===== src/rtl/axc_rx_pkg.sv =====
// Shared definitions for the antenna-carrier receive buffer.
// Assumes: mode codes are fixed by the configuration input encoding.
package axc_rx_pkg;
    typedef enum logic [1:0] {
        MODE_FIFO   = 2'd0,
        MODE_SYNC   = 2'd1,
        MODE_INTCLK = 2'd2,
        MODE_SPARE  = 2'd3
    } rx_mode_e;

    localparam int STAT_OVF = 2;
    localparam int STAT_UDF = 1;
    localparam int STAT_EN  = 0;
endpackage


===== src/rtl/axc_rx_store.sv =====
// Word storage for the receive buffer: one write port, one combinational read port.
// Assumes: the caller never writes and reads the same slot in one cycle with
// conflicting intent (the occupancy logic guarantees this).
module axc_rx_store #(
    parameter int WIDTH = 32,
    parameter int DEPTH = 16
) (
    input  logic                     clk,
    input  logic                     wr_ok,
    input  logic [$clog2(DEPTH)-1:0] wr_addr,
    input  logic [WIDTH-1:0]         wr_data,
    input  logic [$clog2(DEPTH)-1:0] rd_addr,
    output logic [WIDTH-1:0]         rd_word
);
    logic [WIDTH-1:0] mem [DEPTH];

    // Store an accepted word at the write slot.
    always_ff @(posedge clk) begin
        if (wr_ok) mem[wr_addr] <= wr_data;
    end

    assign rd_word = mem[rd_addr];
endmodule


===== src/rtl/axc_rx_ptrs.sv =====
// Write/read positions and occupancy count, with accept/drop/miss decisions.
// Assumes: DEPTH is a power of two; requests arrive already gated by enable.
module axc_rx_ptrs #(
    parameter int DEPTH = 16
) (
    input  logic                     clk,
    input  logic                     rst_n,
    input  logic                     chan_en,
    input  logic                     wr_req,
    input  logic                     rd_req,
    input  logic                     rs_req,
    output logic [$clog2(DEPTH)-1:0] wr_addr,
    output logic [$clog2(DEPTH)-1:0] rd_addr,
    output logic                     wr_ok,
    output logic                     rd_ok,
    output logic                     wr_drop,
    output logic                     rd_miss,
    output logic                     empty
);
    localparam int ADDR_W = $clog2(DEPTH);
    localparam int CNT_W  = ADDR_W + 1;
    localparam logic [CNT_W-1:0] FULL_CNT = CNT_W'(DEPTH);

    logic [CNT_W-1:0] cnt;
    logic             full;

    assign full    = (cnt == FULL_CNT);
    assign empty   = (cnt == '0);
    assign wr_ok   = wr_req && !full;
    assign wr_drop = wr_req && full;
    assign rd_ok   = rd_req && !empty && !rs_req;
    assign rd_miss = rd_req && empty && !rs_req;

    // Advance positions and occupancy; flush while disabled, reload on resync.
    always_ff @(posedge clk) begin
        if (!rst_n || !chan_en) begin
            wr_addr <= '0;
            rd_addr <= '0;
            cnt     <= '0;
        end else begin
            wr_addr <= wr_addr + ADDR_W'(wr_ok);
            if (rs_req) begin
                rd_addr <= '0;
                cnt     <= {1'b0, wr_addr} + CNT_W'(wr_ok);
            end else begin
                rd_addr <= rd_addr + ADDR_W'(rd_ok);
                cnt     <= cnt + CNT_W'(wr_ok) - CNT_W'(rd_ok);
            end
        end
    end
endmodule


===== src/rtl/axc_rx_frame.sv =====
// Tracks the position of delivered words inside a radio frame.
// Assumes: 'run' is low whenever the frame count must restart.
module axc_rx_frame #(
    parameter int FRAME_LEN = 1920
) (
    input  logic clk,
    input  logic rst_n,
    input  logic run,
    input  logic adv,
    output logic at_first
);
    generate
        if (FRAME_LEN <= 1) begin : g_every
            assign at_first = 1'b1;
        end else begin : g_count
            localparam int POS_W = $clog2(FRAME_LEN);
            localparam logic [POS_W-1:0] LAST = POS_W'(FRAME_LEN - 1);
            logic [POS_W-1:0] pos;

            // Count delivered words, wrapping at the frame length.
            always_ff @(posedge clk) begin
                if (!rst_n || !run) pos <= '0;
                else if (adv)       pos <= (pos == LAST) ? '0 : pos + 1'b1;
            end

            assign at_first = (pos == '0);
        end
    endgenerate
endmodule


===== src/rtl/axc_rx_flags.sv =====
// Sticky overflow/underflow flags and the registered enable echo.
// Assumes: a set and a clear in the same cycle resolve to set.
module axc_rx_flags (
    input  logic       clk,
    input  logic       rst_n,
    input  logic       clr,
    input  logic       set_ovf,
    input  logic       set_udf,
    input  logic       chan_en,
    output logic [2:0] status
);
    logic ovf, udf, en_q;

    // Hold error flags until cleared; sample the enable every cycle.
    always_ff @(posedge clk) begin
        if (!rst_n) begin
            ovf  <= 1'b0;
            udf  <= 1'b0;
            en_q <= 1'b0;
        end else begin
            ovf  <= set_ovf | (ovf & ~clr);
            udf  <= set_udf | (udf & ~clr);
            en_q <= chan_en;
        end
    end

    assign status = {ovf, udf, en_q};
endmodule


===== src/rtl/axc_rx_buffer.sv =====
// Receive buffer for one antenna-carrier channel with three synchronization
// modes (FIFO, resync-realigned, self-paced with frame-start marking).
// Assumes: one clock for both sides; resync is only pulsed after the link
// reports receive start (not checked here).
module axc_rx_buffer
    import axc_rx_pkg::*;
#(
    parameter int WIDTH     = 32,
    parameter int DEPTH     = 16,
    parameter int FRAME_LEN = 1920
) (
    input  logic             clk,
    input  logic             rst_n,
    input  logic [1:0]       mode_sel,
    input  logic             chan_en,
    input  logic             clr_status,
    input  logic             wr_en,
    input  logic [WIDTH-1:0] wr_data,
    input  logic             rd_en,
    input  logic             resync,
    output logic [WIDTH-1:0] rd_data,
    output logic             rd_valid,
    output logic             frame_start,
    output logic [2:0]       status
);
    localparam int ADDR_W = $clog2(DEPTH);

    rx_mode_e          mode;
    logic              auto_rd, wr_req, rd_req, rs_req;
    logic [ADDR_W-1:0] wr_addr, rd_addr;
    logic              wr_ok, rd_ok, wr_drop, rd_miss, empty, at_first;
    logic [WIDTH-1:0]  rd_word;

    assign mode    = rx_mode_e'(mode_sel);
    assign auto_rd = (mode == MODE_INTCLK);
    assign wr_req  = chan_en && wr_en;
    assign rd_req  = chan_en && (auto_rd ? !empty : rd_en);
    assign rs_req  = chan_en && (mode == MODE_SYNC) && resync;

    axc_rx_ptrs #(.DEPTH(DEPTH)) u_ptrs (
        .clk     (clk),
        .rst_n   (rst_n),
        .chan_en (chan_en),
        .wr_req  (wr_req),
        .rd_req  (rd_req),
        .rs_req  (rs_req),
        .wr_addr (wr_addr),
        .rd_addr (rd_addr),
        .wr_ok   (wr_ok),
        .rd_ok   (rd_ok),
        .wr_drop (wr_drop),
        .rd_miss (rd_miss),
        .empty   (empty)
    );

    axc_rx_store #(.WIDTH(WIDTH), .DEPTH(DEPTH)) u_store (
        .clk     (clk),
        .wr_ok   (wr_ok),
        .wr_addr (wr_addr),
        .wr_data (wr_data),
        .rd_addr (rd_addr),
        .rd_word (rd_word)
    );

    axc_rx_frame #(.FRAME_LEN(FRAME_LEN)) u_frame (
        .clk      (clk),
        .rst_n    (rst_n),
        .run      (chan_en && auto_rd),
        .adv      (rd_ok),
        .at_first (at_first)
    );

    axc_rx_flags u_flags (
        .clk     (clk),
        .rst_n   (rst_n),
        .clr     (clr_status),
        .set_ovf (wr_drop),
        .set_udf (rd_miss),
        .chan_en (chan_en),
        .status  (status)
    );

    // Register the delivered word, its valid and the frame-start mark.
    always_ff @(posedge clk) begin
        if (!rst_n) begin
            rd_data     <= '0;
            rd_valid    <= 1'b0;
            frame_start <= 1'b0;
        end else begin
            rd_valid    <= rd_ok;
            frame_start <= rd_ok && auto_rd && at_first;
            if (rd_ok) rd_data <= rd_word;
        end
    end
endmodule


===== config.mk =====
export PLATFORM = sky130hd
export DESIGN_NAME = axc_rx_buffer
export DESIGN_NICKNAME = d
export VERILOG_FILES = /design/src/rtl/axc_rx_pkg.sv /design/src/rtl/axc_rx_store.sv /design/src/rtl/axc_rx_ptrs.sv /design/src/rtl/axc_rx_frame.sv /design/src/rtl/axc_rx_flags.sv /design/src/rtl/axc_rx_buffer.sv
export SDC_FILE = /design/constraint.sdc
export NUM_CORES = 1
export LEC_CHECK = 0
export BUFFER_PORTS_ARGS = -buffer_cell sky130_fd_sc_hd__buf_2
export CAP_MARGIN = 20
export CORE_ASPECT_RATIO = 0.9
export CORE_MARGIN = 1.5
export CORE_UTILIZATION = 66
export DETAILED_ROUTE_END_ITERATION = 7
export GPL_TIMING_DRIVEN = 0
export PLACE_DENSITY = 0.81
export SLEW_MARGIN = 20
export SYNTH_ARGS = -nofsm -noshare
export SYNTH_HDL_FRONTEND = slang
export SYNTH_HIERARCHICAL = 1
export SYNTH_SLANG_ARGS = --single-unit

===== constraint.sdc =====
create_clock -name clk -period 7.1 [get_ports clk]
set_input_delay 0 -clock clk [delete_from_list [all_inputs] [get_ports clk]]
set_output_delay 0 -clock clk [all_outputs]
set_load 0.02 [all_outputs]

=== Word-level counts from Yosys, hierarchy flattened ===
Memories as Yosys holds them, arrays and structs flattened. A register that Yosys moved wholly into a read port is not among the register bits.
Cells that the tools add are included.

* RAM bits: 512
* Register bits after elaboration: 29
* Memories kept: 1

{| class="wikitable"
|+ Memories
! memory !! depth !! bits a word !! read ports !! clocked after memory_dff !! write ports !! RTL line !! source
|-
| u_store.mem || 16 || 32 || 1 || 1 || 1 || axc_rx_store.sv:15 || <nowiki>logic [WIDTH-1:0] mem [DEPTH];</nowiki>
|}

* Equal/unequal tests: 4
* Bitwise logic cells: 5
* Reductions and logical operators: 25
* $add $sub $neg: 6
* Muxes and demuxes: 5

{| class="wikitable"
|+ Operators by type and width
! kind !! number
|-
| $logic_and 1x1->1 || 13
|-
| $add 11x1->11 const B || 1
|-
| $eq 11x11->1 const B || 1
|-
| $logic_not 11->1 || 1
|-
| $mux 11 || 1
|-
| $add 4x1->4 || 2
|-
| $logic_not 1->1 || 7
|-
| $add 4x1->5 || 1
|-
| $add 5x1->5 || 1
|-
| $eq 5x5->1 const B || 1
|-
| $logic_not 5->1 || 1
|-
| $mux 5 || 1
|-
| $sub 5x1->5 || 1
|-
| $mux 1 || 3
|-
| $and 1x1->1 || 2
|-
| $eq 2x1->1 const B || 1
|-
| $eq 2x2->1 const B || 1
|-
| $logic_or 1x1->1 || 2
|-
| $or 1x1->1 || 2
|-
| $reduce_or 2->1 || 1
|-
| $not 1->1 || 1
|}

=== Longest topological paths before layout ===
Gate-level depths: netlist of the first run.

* Depth in word-level cells: 8
* Depth in mapped cells: 15
* Depth with buffers taken out: 15

=== Modules after synthesis ===
The synthesis of the first run kept the hierarchy.

{| class="wikitable"
|+ Modules (own cells, without submodules)
! module !! seq. area each (µm²) !! area each (µm²) !! cells an instance !! instances
|-
| axc_rx_store || 15374.7 || 19213.4 || 806 || 1
|-
| axc_rx_buffer || 680.7 || 1343.8 || 113 || 1
|-
| axc_rx_ptrs || 260.2 || 774.5 || 82 || 1
|-
| axc_rx_frame || 220.2 || 568.0 || 62 || 1
|-
| axc_rx_flags || 60.1 || 116.4 || 11 || 1
|}

=== Worst setup path after synthesis of the first run ===
Ideal clock, no wire load.

* Path type: reg2reg
* Start point: register u_ptrs.cnt[2]
* End point: memory u_store.mem[0][0], enable pin
* Path slack: 2.776 ns
* Stages on the path, launching flop included: 7
* Required time: 6.639 ns
* Data arrival time: 3.862 ns
* Setup time: 0.461 ns
* Cell sequence: dfxtp_1 -> inv_1 -> ha_1 -> nor3b_1 -> a21boi_0 -> or3b_2 -> nor3_1

* Word-level cells in the longest chain between the ends: 5

{| class="wikitable"
|+ RTL lines
! item !! RTL line !! source
|-
| start: declaration || axc_rx_ptrs.sv:24 || <nowiki>logic [CNT_W-1:0] cnt;</nowiki>
|-
| start signal: assignment || axc_rx_ptrs.sv:44 || <nowiki>cnt <= {1'b0, wr_addr} + CNT_W'(wr_ok);</nowiki>
|-
| start signal: assignment || axc_rx_ptrs.sv:47 || <nowiki>cnt <= cnt + CNT_W'(wr_ok) - CNT_W'(rd_ok);</nowiki>
|-
| $eq 5x5->1 || axc_rx_ptrs.sv:27 || <nowiki>assign full = (cnt == FULL_CNT);</nowiki>
|-
| $logic_not 1->1 || axc_rx_ptrs.sv:29 || <nowiki>assign wr_ok = wr_req && !full;</nowiki>
|-
| $logic_and 1x1->1 || axc_rx_ptrs.sv:29 ||
|-
| via wr_ok || axc_rx_buffer.sv:31 || <nowiki>logic wr_ok, rd_ok, wr_drop, rd_miss, empty, at_first;</nowiki>
|-
| $mux 1 || axc_rx_store.sv:19 || <nowiki>if (wr_ok) mem[wr_addr] <= wr_data;</nowiki>
|-
| $mux 1 (not written as such) || axc_rx_store.sv:19 ||
|-
| end: declaration || axc_rx_store.sv:15 ||
|}

The timed path passes the listed nets, and every way through them passes these cells.

=== Final worst setup path of the first run ===
* Start point: register u_ptrs.cnt[3]
* End point: memory u_store.mem[8][14], enable pin

Same word-level chain as after synthesis.

==> flow_summary.ini, run 1 <==
[yosys]
synth_top_family_by_area = multiplexers
synth_sequential_area_ratio = 0.754
syn-num-nets = 1126
synth-simple-area-share = 0.0419
synth_xor_area_frac = 0.00637
synth-async-reset-ratio = 0
synth_cell_types = 50
yosysWarnings = 6
synth_edf_count = 512
synthTopCellsByArea = edfxtp_1, mux4_2, dfxtp_1
synth_compound_area_frac = 0.0259
yosysTopAreaCellShare = 0.698
synth_largest_area_cell = edfxtp_1
yosys.area_share.adder = 0.00659
avgSynthCellArea_sq_um = 20.5
syn-instance-count = 1074
syn_area_sq_um = 22000
synthMuxAreaShare = 0.148
synth_top_flop_cell = edfxtp_1
ys_ff_latch = 573

[power_and_ir_drop]
power_switching_w = 0.00140
power.total_w = 0.00690
p_comb_frac = 0.051
swShare = 0.203
pwr-share-seq = 0.539
clkPwrFrac = 0.410
p_int_w = 0.00550
power_density_nw_per_um2 = 269
peakVddDrop_mv = 0.210
leakagePower_nw = 8.29

[global_route]
antenna_found_initial = 0
grt_pass1_wl_mm = 72.5
groute.usage.overall = 0.294
grt_max_degree = 19
first_global_vias = 11900
grt_overflow_total = 0

[timing]
rsz0062_at_grt = no
fin_crit_ns = 3.55
setup_ws_ns = 3.55
fin_skew_ns = 0.0185
fmaxAchievable_ghz = 0.282
timing.final.hold_violations = 0
fin_crit_sh = 0.500
slew_headroom = 0.393
drv_slew = 0
worst_pin_slew_ns = 0.911
finalSetupViolCount = 0
setup_tns_ns = 0

[finish]
final_cell_area_sq_um = 25600
nFillCells = 1688
diodes = 0
finalNetCount = 1327
area_growth_pct = 16.4
drive_above_1_share = 0.279
instances_no_fill = 1739

[die]
num_rows = 63
die_w_um = 196
core_area_sq_um = 32900
dieArea_sq_um = 34500
dieHeight_um = 176
start_util = 0.670
ios = 78

[clocking]
clkLatencyLatePin_ns = 0.58
clock_path_buffers = 3
cts_buffers = 53
htreeDepth = 2
post_cts_resized = 0
cts_sinks = 573
cts.hold.buffers_added = 38
cts_setup_buffers = 0
cts-root-buf = clkbuf_16
cts_tree = done
clkTransAtPathRegs_ns = 0.06

[outcome]
outcome = finished clean

[route]
vias = 11500
via_per_inst = 6.61
met2_length_mm = 24.2
drt_wl_total_mm = 49.1
ant_nets = 0
drc = 0
wl_per_cell_um = 28.2
first_pass_iters = 5
maxUsedRoutingLayer = met4
drt-met1-wl_mm = 18.8
drt-initial-drc-count = 1211
dr_wl_met3_mm = 4.67

[worst_setup_path]
worstSetupPathType = reg -> reg
required_ns = 7.38
crit_fanout = 8
arrival_ns = 3.83
cp_cell_sequence = inv_1, ha_1, nor3b_1, a21boi_0, nand3b_1, nor3_2, buf_4, buf_4, buf_4
slowest_delay_ns = 0.69
crit_top_cell = buf_4
start_kind = flop
cpMaxStageDelayCell = nor3_2
endpoint_kind = flop

[min_path]
min_path_type = in -> reg

[placed_design]
hpwl_mm = 29.8
pre_cts_ws_ns = 3.61
io_buffers = 77
dp_cells = 1604
gp_congestion = 0.813
dpl-instance-area_sq_um = 23500

[run]
cap_violations = 0
==> worst paths after layout <==
| check | startpoint | end | slack [ns] | depth (start not counted) |
|---|---|---|---|---|
| min | mode_sel[1] | u_frame/g_count.pos[6] | 0.03 | 5 |
| max | u_ptrs/cnt[3] | u_store/mem[8][14] | 3.55 | 9 |
| min reg2reg | rd_data[6] | rd_data[6] | 0.51 | 2 |
| max reg2reg | u_ptrs/cnt[3] | u_store/mem[8][14] | 3.55 | 9 |
==> power by group through the flow <==
stage	sequential, W	clock [W]	combinational [W]
2_1_floorplan	0.00381	0	0.000191
3_3_place_gp	0.00379	0	0.000312
3_5_place_dp	0.00379	0	0.000330
4_1_cts	0.00372	0.00286	0.000352
5_1_grt	0.00372	0.00299	0.000377
6_report	0.00372	0.00283	0.000351
==> cell usage in the layout (no fill, tap or decap), types with 3 or more instances in the layout <==
master         instances
dlygate4sd3_1         38
nor3_2                 5
nand2b_1               3
clkbuf_8               5
clkinv_2               9
and3_1                 3
buf_1                  9
a21oi_1                4
ha_1                  10
clkinv_1              10
bufinv_16              6
clkbuf_16             53
nor2_1                24
nand3b_1               4
nand2_1               44
mux4_2               128
buf_12                 5
buf_6                  8
mux2i_1               37
xor2_1                 6
nand3_1                6
buf_2                 81
edfxtp_1             512
and2_1                 5
nor2b_1               41
clkbuf_1              31
buf_4                 29
a22oi_1               64
buf_16                11
inv_1                  9
nor2_4                12
inv_6                  3
xnor2_1               10
dfxtp_1               61
==> worst max-delay path, delay by kind of cell, from the launching register on <==
kind | cells | cell delay [ns]
simple gates | 3 | 1.27
buf+inv | 4 | 0.83
compound gates | 1 | 0.59
flops | 1 | 0.35
fa+ha+maj | 1 | 0.20
==> layer usage <==
layer	global-route usage	vias to the layer above
li1	-	4782
met1	0.401	5906
met2	0.489	712
met3	0.0544	103
met4	0.104	0
met5	0	-
==> cells in the mapped netlist, types with 3 or more instances <==
| library cell | count |
|---|---|
| nor3_1 | 6 |
| buf_2 | 4 |
| xor2_1 | 6 |
| dfxtp_1 | 61 |
| buf_4 | 14 |
| buf_12 | 3 |
| mux2i_1 | 37 |
| a21oi_1 | 4 |
| and3_1 | 3 |
| buf_1 | 9 |
| a22oi_1 | 64 |
| ha_1 | 10 |
| clkbuf_1 | 20 |
| and2_1 | 5 |
| inv_1 | 9 |
| nor2b_1 | 41 |
| buf_6 | 5 |
| nand2b_1 | 3 |
| xnor2_1 | 10 |
| nand2_1 | 44 |
| nand3_1 | 6 |
| mux4_2 | 128 |
| nor2_1 | 36 |
| nand3b_1 | 4 |
| edfxtp_1 | 512 |
==> sequential cells by signal, summed over array words and instances (netlist names) <==
signal and count:
frame_start 1, u_ptrs/rd_addr 4, u_ptrs/cnt 5, u_flags/udf 1
u_flags/en_q 1, rd_valid 1, u_flags/ovf 1, u_ptrs/wr_addr 4
u_store/mem 512, u_frame/g_count.pos 11, rd_data 32
==> cell families after synthesis <==
| kind of cell | Yosys count |
|---|---|
| multiplexers | 165 |
| adder cells (fa/ha/maj) | 11 |
| buffers and inverters | 65 |
| AND/OR/NAND/NOR | 167 |
| flip-flops | 573 |
| XOR/XNOR | 16 |
| AO/OA/AOI/OAI | 77 |
==> metrics by stage <==
step | util | hold WS (ns)
2_1_floorplan | - | 0.0989
3_3_place_gp | 0.698 | 0.336
3_5_place_dp | 0.716 | 0.337
4_1_cts | 0.780 | 0.0101
5_1_grt | 0.780 | 0.0584
6_report | 0.780 | 0.0272
==> layout make-up <==
class / count / area, sq um / share of cell area
well taps: 422 / 528 / 0.0206
flip-flops and latches: 573 / 16600 / 0.647
plain buffers: 56 / 355 / 0.0139
repair buffers: 146 / 1250 / 0.0490
inverters: 9 / 33.8 / 0.00132
clock inverters: 28 / 289 / 0.0113
clock buffers: 69 / 1440 / 0.0560
multi-input cells: 436 / 5140 / 0.201
(Power assumes the default switching activity.)
==> run 2: changes to the inputs <==
- ABC_AREA: not set -> 1
- CORE_UTILIZATION: 66 -> 62
- PLACE_DENSITY: 0.81 -> 0.77
- clock period: 7.1 -> 3.7 ns (I/O delays scaled with it)
==> flow_summary.ini, run 2 <==
[outcome]
outcome = finished clean

[finish]
finalNetCount = 2696
diodes = 0
largest_register = u_store/mem
finish.utilization = 0.723
largest_reg_flops = 512
final_common_cell = nand2_1
instances_no_fill = 3223
mostFrequentLayoutCells = nand2_1, edfxtp_1, inv_1
drive_above_1_share = 0.113
reg.largest.list = u_store/mem x512, rd_data x32, u_frame/g_count.pos x11
area_growth_pct = 15.0

[die]
num_rows = 69
dieHeight_um = 193
die_w_um = 214
ios = 78
dieArea_sq_um = 41300
start_util = 0.629
core_area_sq_um = 39500

[yosys]
syn-instance-count = 2453
ys_ff_latch = 573
synthTopCellsByArea = edfxtp_1, nand2_1, nand3_1
synth_sequential_area_ratio = 0.667
synth_cell_types = 36
synth_top_flop_cell = edfxtp_1
yosysWarnings = 6
avgSynthCellArea_sq_um = 10.1
syn-num-nets = 2505
syn_area_sq_um = 24900
synth-async-reset-ratio = 0
synth_largest_area_cell = edfxtp_1
yosysTopAreaCellShare = 0.618
synth_edf_count = 512
synth.most_common_cell = nand2_1
synth_common_cells = nand2_1, edfxtp_1, inv_1, nand3_1, nor2_1

[power_and_ir_drop]
peakVddDrop_mv = 0.488
clkPwrFrac = 0.408
swShare = 0.221
power_density_nw_per_um2 = 470
power.total_w = 0.0134
power_switching_w = 0.00297
p_int_w = 0.0105
leakagePower_nw = 12.3
pwr-share-seq = 0.532
p_comb_frac = 0.060

[worst_setup_path]
start_kind = flop
crit_fanout = 4
endpoint_kind = flop
rrSetupSlack_ns = 0.90
worstSetupPathType = reg -> reg
arrival_ns = 3.33
required_ns = 4.23

[timing]
setup_tns_ns = 0
fin_crit_sh = 0.758
fin_crit_ns = 2.80
worst_pin_slew_ns = 1.08
slew_headroom = 0.279
fmaxAchievable_ghz = 0.357
finalSetupViolCount = 0
fin_skew_ns = 0.0222
rsz0062_at_grt = no
timing.final.hold_violations = 0
drv_slew = 0

[route]
via_per_inst = 5.69
first_pass_iters = 5
drt_wl_total_mm = 67.7
ant_nets = 0
vias = 18300
drc = 0
wl_per_cell_um = 21.0
drt-initial-drc-count = 2334

[clocking]
clock_path_buffers = 3
cts-root-buf = clkbuf_16
clkLatencyLatePin_ns = 0.62
htreeDepth = 2
cts_tree = done
cts_buffers = 55
clkTransAtPathRegs_ns = 0.06
cts_sinks = 573

[global_route]
grt_max_degree = 20
first_global_vias = 17900
grt_pass1_wl_mm = 101
groute.usage.overall = 0.330
grt_overflow_total = 0
antenna_found_initial = 0

[placed_design]
hpwl_mm = 43.9
io_buffers = 77
gp_congestion = 0.861
dp_cells = 3078

[min_path]
min_path_type = in -> reg

[run]
cap_violations = 0
-- run 2: cell types whose count changed in the layout (fill, tap and decap cells not counted), moves of 9 or more --
cell,delta
a21oi_1,+11
mux4_2,-128
o21ai_0,+33
nand2_1,+678
buf_6,+25
buf_4,-19
nor2b_1,-41
nand3_1,+394
nor2_1,+64
inv_1,+423
nor2_4,+9
a22oi_1,-64
mux2i_1,-37
buf_2,+37
-- run 2: path summary, 6_finish.rpt --
path / from / end / depth (start not counted)
min reg2reg: u_flags/udf / u_flags/udf / 2
max reg2reg: u_ptrs/cnt[2] / u_ptrs/cnt[4] / 21
max: u_ptrs/cnt[2] / u_ptrs/cnt[4] / 21
min: rd_en / u_flags/udf / 7
-- run 2: critical path: stages (launching register included) --
cell	delay [ns]
dfxtp_1	0.33
inv_1	0.07
ha_1	0.24
nand3_4	0.13
inv_1	0.05
nand3_1	0.07
nand2_1	0.06
nor2_1	0.12
inv_1	0.12
nor2_8	0.11
nand2_4	0.08
nor2_2	0.15
inv_2	0.05
nand2_1	0.05
ha_1	0.15
inv_1	0.06
fa_1	0.35
inv_1	0.10
nand3_1	0.11
nand3_1	0.11
nand3_1	0.08
a21oi_1	0.13
-- run 2: cell families after synthesis --
family	synth area share
simple gates	0.215
flops	0.667
buf+inv	0.0987
compound gates	0.0107
fa+ha+maj	0.00584
xor+xnor	0.00211
-- run 2: metal layers --
layer  global-route usage  routed length (um)  vias up
li1                     -                   -     8281
met1                0.427               25300     8655
met2                0.544               31500     1191
met3               0.0726                8120      211
met4                0.149                2830        0
met5                    0                   0        -
-- run 2: power by group through the flow --
| stage | combinational (W) | sequential, W | clock [W] |
|---|---|---|---|
| floorplan | 0.000396 | 0.00734 | 0 |
| finish | 0.000812 | 0.00715 | 0.00548 |
| global route | 0.000885 | 0.00716 | 0.00576 |
| CTS | 0.000801 | 0.00715 | 0.00552 |
| detailed placement | 0.000763 | 0.00729 | 0 |
| global placement | 0.000726 | 0.00729 | 0 |
-- run 2: what timing repair did --
action / in CTS / in global routing
hold buffers: 41 / 0
buffers inserted: 0 / 0
hold endpoints to repair: 535 / 0
gates resized for setup: 0 / 0
-- run 2: through the flow --
stage | worst slack (ns) | cell area [sq um] | hold WS (ns)
floorplan | 0.891 | 24900 | 0.0935
global placement | -0.769 | 25900 | 0.248
detailed placement | 0.984 | 26400 | 0.249
CTS | 0.973 | 28600 | 0.0354
global route | 0.611 | 28600 | 0.115
finish | 0.895 | 28600 | 0.0858
-- run 2: layout make-up --
class	instances	area (sq um)
clock inverters	20	140
well taps	532	666
fillers	2681	10900
clock buffers	84	1630
repair buffers	134	1180
inverters	436	1640
flip-flops and latches	573	16600
plain buffers	119	815
multi-input cells	1325	5930
==> run 3: changes to the inputs <==
- ABC_AREA: 1 -> 0
- CORE_UTILIZATION: 62 -> 61
- PLACE_DENSITY: 0.77 -> 0.76
- clock period: 3.7 -> 2.9 ns (I/O delays scaled with it)
==> flow_summary.ini, run 3 (same netlist as run 1, synthesis figures left out) <==
[worst_setup_path]
slowest_delay_ns = 0.39
cp.buffers_inverters = 2
start_kind = flop
crit_fanout = 5
arrival_ns = 3.31
crit_family = simple AND/OR/NAND/NOR gates
timing.rr.start = u_ptrs/cnt[2]
cpMaxStageDelayCell = or3_4
cp_cell_sequence = inv_1, ha_2, nor4b_4, nand3b_1, o211a_1, nand2b_4, or3_4, nand2_2, ha_2, inv_1, fa_2, nand2b_4, a21oi_2, mux2i_1, o21ai_1
worstSetupPathType = reg -> reg
required_ns = 3.36
cp-startpoint = u_ptrs/cnt[2]
endpoint_kind = flop

[placed_design]
pre_cts_ws_ns = -0.228
hpwl_mm = 28.8
gp_congestion = 0.791
dp_cells = 1644
dpl-instance-area_sq_um = 23700
io_buffers = 77

[timing]
timing.final.hold_violations = 0
whs_ns = 0.0134
finalSetupViolCount = 0
fmaxAchievable_ghz = 0.352
setup_ws_ns = 0.0579
slew_headroom = 0.345
worst_pin_slew_ns = 0.983
drv_slew = 0
fin_crit_sh = 0.980
fin_crit_ns = 2.84
rsz0062_at_grt = yes
fin_skew_ns = 0.0205

[finish]
final_common_cell = edfxtp_1
reg.largest.list = u_store/mem x512, rd_data x32, u_frame/g_count.pos x11
largest_register = u_store/mem
mostFrequentLayoutCells = edfxtp_1, mux4_2, buf_2
largest_reg_flops = 512
drive_above_1_share = 0.299
finish.utilization = 0.740
diodes = 0
finalNetCount = 1348
area_growth_pct = 18.6
instances_no_fill = 1810
nFillCells = 1963
final_cell_area_sq_um = 26100

[power_and_ir_drop]
leakagePower_nw = 8.43
power_density_nw_per_um2 = 641
peakVddDrop_mv = 0.522

[global_route]
grt_use_met1 = 0.370
antenna_found_initial = 0
use_met2 = 0.435
grt_overflow_total = 0
grt_max_degree = 19
grt_pass1_wl_mm = 71.1
top_usage_layer = met2
groute.usage.overall = 0.264
first_global_vias = 11600
met3_usage = 0.0426

[route]
drc = 0
drt-initial-drc-count = 1025
wl_per_cell_um = 26.6
vias = 11400
drt_wl_total_mm = 48.2
ant_nets = 0
first_pass_iters = 5
via_per_inst = 6.29

[die]
core_area_sq_um = 35300
start_util = 0.624
die_w_um = 203
dieHeight_um = 183
num_rows = 65
ios = 78
dieArea_sq_um = 37200

[clocking]
cts_buffers = 54
cts_tree = done
clkTransAtPathRegs_ns = 0.06
cts_sinks = 573
cts-root-buf = clkbuf_16
clock_path_buffers = 3
clkLatencyLatePin_ns = 0.58
htreeDepth = 2

[min_path]
min_path_type = in -> reg
min_from = rd_en

[run]
cap_violations = 0

[outcome]
outcome = finished clean
## run 3: cell types whose count changed in the layout (fill, tap and decap cells not counted), moves of 37 or more
cell and change:
nand2_1 -679, inv_1 -423, nand3_1 -394, mux4_2 +128, a22oi_1 +64, nor2_1 -64, nor2b_1 +41, buf_2 -37
mux2i_1 +37
## run 3: path summary, 6_finish.rpt
check,end,slack (ns),cells past startpoint
worst min-delay path,u_flags/udf,0.01,5
worst max register to register,u_ptrs/cnt[4],0.06,15
worst max-delay path,u_ptrs/cnt[4],0.06,15
worst min register to register,rd_data[15],0.51,2
## run 3: through the flow
step | TNS, ns | total power [W]
2_1_floorplan | -37.08 | 0.00979
3_3_place_gp | -796.71 | 0.0100
3_5_place_dp | -15.81 | 0.0101
4_1_cts | 0 | 0.0168
5_1_grt | -0.142 | 0.0172
6_report | 0 | 0.0167
## run 3: power breakdown
part           internal (W)  leakage, nW  switching, W
clock network       0.00380        0.850       0.00293
logic              0.000407         2.48      0.000481
registers           0.00906         5.11     0.0000434
total                0.0133         8.43       0.00345
## run 3: per-layer routing
metal	vias up	share of wire
li1	4815	-
met1	5936	0.40
met2	549	0.50
met3	80	0.082
met4	0	0.021
met5	-	0
## run 3: layout make-up
class,count,area (sq um),area share
sequential,573,16600,0.635
timing repair buffer,166,1650,0.0631
clock buffer,80,1590,0.0610
tap,469,587,0.0225
multi-input combinational,436,5190,0.199
inverter,9,33.8,0.00129
buffer,56,355,0.0136
clock inverter,21,115,0.00441
## run 3: tightest hold or removal path: stages
cell      delay [ns]
buf_2           0.08
o211a_1         0.18
nand2b_4        0.07
nor2b_1         0.11
o21a_1          0.12
## run 3: what timing repair did
item / in CTS / in global routing
setup buffers: 14 / 12
pin swaps: 10 / 9
gates resized for setup: 2 / 7
endpoints found under the setup margin: 177 / 93
endpoints found under the hold margin: 534 / 0
hold buffers: 39 / 0
